`config.mk`:
```
export PLATFORM = sky130hd
export DESIGN_NAME = spi_blk_erase_ctl
export DESIGN_NICKNAME = d
export VERILOG_FILES = /design/src/rtl/sbe_pkg.sv /design/src/rtl/sbe_frame_rx.sv /design/src/rtl/sbe_guard.sv /design/src/rtl/sbe_erase_engine.sv /design/src/rtl/spi_blk_erase_ctl.sv
export SDC_FILE = /design/constraint.sdc
export NUM_CORES = 1
export LEC_CHECK = 0
export CAP_MARGIN = 5
export CORE_MARGIN = 4
export CORE_UTILIZATION = 32
export CTS_CLUSTER_DIAMETER = 50
export CTS_CLUSTER_SIZE = 25
export DETAILED_ROUTE_END_ITERATION = 8
export GPL_TIMING_DRIVEN = 0
export PLACE_DENSITY = 0.49
export SYNTH_ARGS = -nofsm -noshare
export SYNTH_HDL_FRONTEND = slang
export SYNTH_SLANG_ARGS = --single-unit
```
`constraint.sdc`:
```
create_clock -name clk -period 3.7 [get_ports clk]
set_input_delay 0.37 -clock clk [delete_from_list [all_inputs] [get_ports clk]]
set_output_delay 0.37 -clock clk [all_outputs]
set_load 0.1 [all_outputs]
```
`src/rtl/sbe_pkg.sv`:
```
package sbe_pkg;
  localparam logic [7:0] OP_ERASE32 = 8'h52;
  localparam logic [7:0] OP_WREN    = 8'h06;
  localparam logic [7:0] OP_RDSR    = 8'h05;

  typedef struct packed {
    logic wel;
    logic busy;
  } stat_t;
endpackage

```
`src/rtl/sbe_frame_rx.sv`:
```
module sbe_frame_rx #(
  parameter int SYNC_STAGES = 2,
  parameter int CNT_W       = 7,
  parameter int BLK_LSB     = 15,
  parameter int BLK_W       = 3
) (
  input  logic             clk,
  input  logic             rst,
  input  logic             sclk_i,
  input  logic             cs_n_i,
  input  logic             mosi_i,
  output logic             sel,
  output logic             sclk_rise,
  output logic             sclk_fall,
  output logic             cs_rise,
  output logic [CNT_W-1:0] bit_cnt,
  output logic [7:0]       opcode,
  output logic [BLK_W-1:0] blk
);
  localparam int S = SYNC_STAGES;
  localparam logic [CNT_W-1:0] OP_BITS = CNT_W'(8);

  logic [S:0]   sclk_sr;
  logic [S:0]   cs_sr;
  logic [S-1:0] mosi_sr;
  logic         mosi_now;

  // input synchronisers; the extra stage on clock and select gives edges
  always_ff @(posedge clk) begin
    if (rst) begin
      sclk_sr <= '0;
      cs_sr   <= '1;
      mosi_sr <= '0;
    end else begin
      sclk_sr[0] <= sclk_i;
      cs_sr[0]   <= cs_n_i;
      mosi_sr[0] <= mosi_i;
      for (int i = 1; i <= S; i++) begin
        sclk_sr[i] <= sclk_sr[i-1];
        cs_sr[i]   <= cs_sr[i-1];
      end
      for (int i = 1; i < S; i++) mosi_sr[i] <= mosi_sr[i-1];
    end
  end

  assign mosi_now  = mosi_sr[S-1];
  assign sel       = ~cs_sr[S-1];
  assign cs_rise   = cs_sr[S-1] & ~cs_sr[S];
  assign sclk_rise = sclk_sr[S-1] & ~sclk_sr[S];
  assign sclk_fall = ~sclk_sr[S-1] & sclk_sr[S];

  // bit counter saturates so an over-long frame never aliases to 32
  always_ff @(posedge clk) begin
    if (rst || !sel) begin
      bit_cnt <= '0;
    end else if (sclk_rise && (bit_cnt != '1)) begin
      bit_cnt <= bit_cnt + 1'b1;
    end
  end

  always_ff @(posedge clk) begin
    if (rst) begin
      opcode <= '0;
    end else if (sel && sclk_rise && (bit_cnt < OP_BITS)) begin
      opcode <= {opcode[6:0], mosi_now};
    end
  end

  // frame bit c carries address bit 31-c; keep only the block index bits
  for (genvar b = 0; b < BLK_W; b++) begin : g_blk
    localparam logic [CNT_W-1:0] POS = CNT_W'(31 - BLK_LSB - b);
    always_ff @(posedge clk) begin
      if (rst) begin
        blk[b] <= 1'b0;
      end else if (sel && sclk_rise && (bit_cnt == POS)) begin
        blk[b] <= mosi_now;
      end
    end
  end

  p_cnt_clear_r3: assert property (@(posedge clk) disable iff (rst)
    cs_rise |=> (bit_cnt == '0));
endmodule

```
`src/rtl/sbe_guard.sv`:
```
module sbe_guard #(
  parameter int BLK_W = 3
) (
  input  logic [BLK_W-1:0] blk,
  input  logic             guard_bottom,
  input  logic [1:0]       guard_size,
  output logic             hit
);
  localparam int NBLK = 1 << BLK_W;

  int span;
  int bi;

  always_comb begin
    bi   = int'(blk);
    span = (guard_size == 2'd0) ? 0 : (1 << (int'(guard_size) - 1));
    if (guard_bottom) hit = (bi < span);
    else              hit = (bi >= (NBLK - span));
  end
endmodule

```
`src/rtl/sbe_erase_engine.sv`:
```
module sbe_erase_engine #(
  parameter int BLK_W        = 3,
  parameter int ERASE_CYCLES = 4096
) (
  input  logic                  clk,
  input  logic                  rst,
  input  logic                  start,
  input  logic [BLK_W-1:0]      start_blk,
  output logic                  done,
  output logic [(1<<BLK_W)-1:0] blank_map
);
  localparam int NBLK = 1 << BLK_W;
  localparam int TW   = $clog2(ERASE_CYCLES + 1);

  logic [TW-1:0]    remain;
  logic             running;
  logic [BLK_W-1:0] tgt;

  always_ff @(posedge clk) begin
    if (rst) begin
      remain  <= '0;
      running <= 1'b0;
      tgt     <= '0;
      done    <= 1'b0;
    end else begin
      done <= 1'b0;
      if (start && !running) begin
        running <= 1'b1;
        remain  <= TW'(ERASE_CYCLES - 1);
        tgt     <= start_blk;
      end else if (running) begin
        if (remain == '0) begin
          running <= 1'b0;
          done    <= 1'b1;
        end else begin
          remain <= remain - 1'b1;
        end
      end
    end
  end

  // array model: one blank flag per block, single write port
  always_ff @(posedge clk) begin
    if (rst) begin
      blank_map <= '0;
    end else if (running && (remain == '0)) begin
      blank_map[tgt] <= 1'b1;
    end
  end

  p_blank_on_done_r4: assert property (@(posedge clk) disable iff (rst)
    !$stable(blank_map) |-> done);
  p_blank_keep_r4: assert property (@(posedge clk) disable iff (rst)
    (($past(blank_map) & ~blank_map) == '0));
  p_single_run_r8: assert property (@(posedge clk) disable iff (rst)
    (start |-> !running));
  // NBLK kept for readers sizing the map
  initial begin
    if (NBLK < 2) $display("erase engine configured with a single block");
  end
endmodule

```
`src/rtl/spi_blk_erase_ctl.sv`:
```
module spi_blk_erase_ctl
  import sbe_pkg::*;
#(
  parameter int BLK_W        = 3,
  parameter int ERASE_CYCLES = 4096,
  parameter int SYNC_STAGES  = 2
) (
  input  logic                  clk,
  input  logic                  rst,
  input  logic                  spi_sclk,
  input  logic                  spi_cs_n,
  input  logic                  spi_mosi,
  input  logic                  guard_bottom,
  input  logic [1:0]            guard_size,
  output logic                  spi_miso,
  output logic                  spi_miso_oe,
  output logic [(1<<BLK_W)-1:0] blk_blank
);
  localparam int CNT_W   = 7;
  localparam int BLK_LSB = 15;
  localparam logic [CNT_W-1:0] ERASE_BITS = CNT_W'(32);
  localparam logic [CNT_W-1:0] OP_BITS    = CNT_W'(8);

  logic             sel, sclk_rise, sclk_fall, cs_rise;
  logic [CNT_W-1:0] bit_cnt;
  logic [7:0]       opcode;
  logic [BLK_W-1:0] blk;
  logic             guard_hit;
  logic             eng_done;
  logic             erase_go, wren_go, rdsr_phase;
  stat_t            stat_q;
  logic [7:0]       stat_byte;

  sbe_frame_rx #(
    .SYNC_STAGES(SYNC_STAGES), .CNT_W(CNT_W), .BLK_LSB(BLK_LSB), .BLK_W(BLK_W)
  ) u_rx (
    .clk(clk), .rst(rst), .sclk_i(spi_sclk), .cs_n_i(spi_cs_n), .mosi_i(spi_mosi),
    .sel(sel), .sclk_rise(sclk_rise), .sclk_fall(sclk_fall), .cs_rise(cs_rise),
    .bit_cnt(bit_cnt), .opcode(opcode), .blk(blk)
  );

  sbe_guard #(.BLK_W(BLK_W)) u_guard (
    .blk(blk), .guard_bottom(guard_bottom), .guard_size(guard_size), .hit(guard_hit)
  );

  // commit decisions are taken in the cycle chip select is seen rising
  assign erase_go = cs_rise && (opcode == OP_ERASE32) && (bit_cnt == ERASE_BITS)
                    && stat_q.wel && !stat_q.busy && !guard_hit;
  assign wren_go  = cs_rise && (opcode == OP_WREN) && (bit_cnt == OP_BITS)
                    && !stat_q.busy;

  sbe_erase_engine #(.BLK_W(BLK_W), .ERASE_CYCLES(ERASE_CYCLES)) u_eng (
    .clk(clk), .rst(rst), .start(erase_go), .start_blk(blk),
    .done(eng_done), .blank_map(blk_blank)
  );

  always_ff @(posedge clk) begin
    if (rst) begin
      stat_q <= '0;
    end else begin
      if (eng_done) begin
        stat_q.busy <= 1'b0;
        stat_q.wel  <= 1'b0;
      end else begin
        if (erase_go) stat_q.busy <= 1'b1;
        if (wren_go)  stat_q.wel  <= 1'b1;
      end
    end
  end

  assign stat_byte  = {6'b0, stat_q.wel, stat_q.busy};
  assign rdsr_phase = (opcode == OP_RDSR) && (bit_cnt >= OP_BITS);

  // status shifts out on falling clock edges after the opcode byte
  always_ff @(posedge clk) begin
    if (rst || !sel) begin
      spi_miso    <= 1'b0;
      spi_miso_oe <= 1'b0;
    end else if (sclk_fall && rdsr_phase) begin
      spi_miso_oe <= 1'b1;
      spi_miso    <= stat_byte[~bit_cnt[2:0]];
    end
  end

  p_busy_needs_wel_r2: assert property (@(posedge clk) disable iff (rst)
    $rose(stat_q.busy) |-> $past(stat_q.wel));
  p_unguarded_r9: assert property (@(posedge clk) disable iff (rst)
    $rose(stat_q.busy) |-> !$past(guard_hit));
  p_busy_hold_r5: assert property (@(posedge clk) disable iff (rst)
    (stat_q.busy && !eng_done) |=> stat_q.busy);
  p_wel_drop_r6: assert property (@(posedge clk) disable iff (rst)
    eng_done |=> (!stat_q.wel && !stat_q.busy));
  p_oe_idle_r11: assert property (@(posedge clk) disable iff (rst)
    (!sel && !$past(sel)) |-> !spi_miso_oe);
endmodule

```
==> impl_metrics.json <==
{
  "timing.final.hold_violations": 0,
  "cts_sinks": 56,
  "skew_ps": 5.381,
  "ys_top_cells_by_area": "dfxtp_1, ha_1, mux2i_1",
  "tns_ps": 0,
  "drc_errors": 0,
  "h-tree-depth": 2,
  "synth_top_cells_by_count": "dfxtp_1, nor2_1, a21oi_1, nand2_1, ha_1",
  "die_w_um": 98.10,
  "critPathLaunchType": "input pin",
  "portBuffers": 17,
  "synth_edf_count": 0,
  "routedWlPerCell_um": 13.54,
  "power.switching_uw": 224.1,
  "ys_types": 45,
  "async_reset_ff_frac": 0,
  "cts-buffers-inserted": 5,
  "initial_utilization": 0.3327,
  "tritoncts": "built",
  "relSlewSlack": 0.3453,
  "cts_resized": 0,
  "drive_gt1_frac": 0.07468,
  "die_h_um": 98.10,
  "first_pass_iters": 4,
  "gp_routability_congestion": 0.7596,
  "viasPerCell": 4.900,
  "p_comb_frac": 0.039,
  "dieArea_um2": 9623,
  "drv_slew": 0,
  "core_area_um2": 7807,
  "ir_drop_mv": 0.2022,
  "cts_max_path_buffers": 2,
  "post_cts_buffers": 0,
  "finalCriticalPeriod_ps": 2809,
  "synth_area_um2": 2597,
  "io_pins": 18,
  "worst_pin_slew_ps": 979.0,
  "p_leak_uw": 0.001014,
  "min_period_over_period": 0.7592,
  "yosysSeqAreaShare": 0.4316,
  "status": "finished clean",
  "insertion_delay_ps": 300,
  "syn_inst": 283,
  "wl_mm": 5.551,
  "clkPwrFrac": 0.351,
  "dp_slack_ps": 589.0,
  "hp-class": "flop to flop",
  "setup_viol": 0,
  "fin_nets": 330,
  "reg2reg_slack_ps": 1330,
  "crit_type": "input pin to flop",
  "p_per_area_nw_per_um2": 333.8,
  "place_area_um2": 2895,
  "grt-ovfl-total": 0,
  "p_int_uw": 773.1,
  "finalWorstSetupSlack_ps": 891.1,
  "fmax_mhz": 356.0,
  "syn_to_final_growth_pct": 15.03,
  "grt_pass1_wl_mm": 9.480,
  "drt_iter0_drc": 100,
  "grt_max_degree": 17,
  "netSwitchingFraction": 0.2248,
  "cp-end-kind": "flop",
  "rsz0062_at_grt": "false",
  "worst_ep_required_time_ps": 3940,
  "antennaDiodeCount": 0,
  "p_seq_frac": 0.610,
  "drv_cap": 0,
  "clkTransAtPathRegs_ps": 100,
  "crit_fanout": 10,
  "synth_top_cell_by_area": "dfxtp_1",
  "synth_warnings": 0,
  "ys_ff_latch": 56,
  "vias": 2009,
  "rows": 32,
  "grt_usage": 0.1187,
  "hold_buffers": 0,
  "dp_hpwl_mm": 4.016,
  "synth_nets": 306,
  "synth.avg_cell_area_um2": 9.178,
  "antenna_left": 0,
  "worstPathArrival_ps": 3050,
  "yosysMostFrequentCell": "dfxtp_1",
  "grt_antenna_before_repair": 0,
  "synth_ff_type": "dfxtp_1",
  "netlist.area_leader.share": 0.4316,
  "grt_pass1_vias": 1911,
  "cts_root_buf": "clkbuf_8",
  "design_area_um2": 2988
}
==> sequential cells by signal, summed over array words and instances (netlist names) <==
register         cells
u_eng.remain        13
u_eng.blank_map      8
u_rx.opcode          8
u_rx.bit_cnt         7
u_eng.tgt            3
u_rx.blk             3
u_rx.cs_sr           3
u_rx.sclk_sr         3
stat_byte            2
u_rx.mosi_sr         2
spi_miso             1
spi_miso_oe          1
u_eng.done           1
u_eng.running        1
==> power by group through the flow <==
stage | Combinational (uW) | Sequential, uW | Clock [uW]
2_1_floorplan | 23.6 | 621 | 0
3_3_place_gp | 39.6 | 622 | 0
3_5_place_dp | 39.8 | 622 | 0
4_1_cts | 40.4 | 608 | 364
5_1_grt | 44.8 | 609 | 387
6_report | 39.3 | 608 | 350
==> metal layers <==
metal,vias up,part of all wire,GRT usage,wire (um)
met5,-,0,0,0
met4,0,0.0095,0.02875,53
met3,5,0.036,0.02714,201
met2,30,0.40,0.1728,2240
met1,919,0.55,0.1767,3057
li1,1055,-,-,-
==> per-stage QoR <==
step	cells	util	power, uW	hold slack, ps
global route	410	0.3827	1041	450.2
detailed placement	402	0.3708	661.7	408.8
CTS	410	0.3827	1012	438.6
finish	410	0.3827	997.2	424.8
global placement	402	0.3708	661.4	394.5
floorplan	283	-	644.9	389.5
==> worst paths after layout <==
check / from / end / cells past startpoint
setup / recovery: guard_size[0] / u_eng.remain[11] / 11
hold / removal: u_rx.cs_sr[0] / u_rx.cs_sr[1] / 1
setup reg to reg: u_rx.opcode[3] / u_eng.remain[11] / 6
hold reg to reg: u_rx.cs_sr[0] / u_rx.cs_sr[1] / 1
==> layout by cell type, fill, tap and decap left out, types with 3 or more instances in the layout <==
cell             instances
nor3_1                  12
xor2_1                   4
o2bb2ai_1                6
nand4_1                  6
clkbuf_1                 7
nand2b_1                 5
buf_2                    3
a21oi_1                 23
nand4b_1                 3
nor2_1                  29
or2_2                    4
a31oi_1                  3
o21ai_1                  3
mux2i_1                 14
clkdlybuf4s50_1         17
nor2b_1                 10
inv_1                   14
clkbuf_8                 6
dfxtp_1                 56
and3_1                   4
ha_1                    15
o21ai_0                  4
nand2_1                 16
nand3_1                  7
nor4b_1                  4
==> cell families after synthesis <==
kind of cell | count (synthesis) | synth area share
buf+inv | 26 | 0.04046
mux | 15 | 0.05828
compound gates | 49 | 0.1277
flops | 56 | 0.4316
fa+ha+maj | 15 | 0.07225
xor+xnor | 5 | 0.01686
simple gates | 117 | 0.2529
==> area by class of cell <==
cell class                      instances  area, um^2
Clock inverter                          2       10.01
Sequential cell                        56        1121
Buffer                                 11       48.80
Tap cell                              102       127.6
Fill cell                             817        4820
Timing Repair Buffer                   17       170.2
Inverter                               15       56.30
Clock buffer                            6       82.58
Multi-Input combinational cell        201        1371
==> critical path, stage by stage <==
cell,delay [ps]
clkdlybuf4s50_1,450
inv_1,140
ha_1,170
inv_1,40
ha_1,250
nor2b_1,110
o21ai_0,110
a211oi_1,670
nand3b_1,310
buf_2,280
a21oi_1,140
Power figures use the tool's default switching activity.
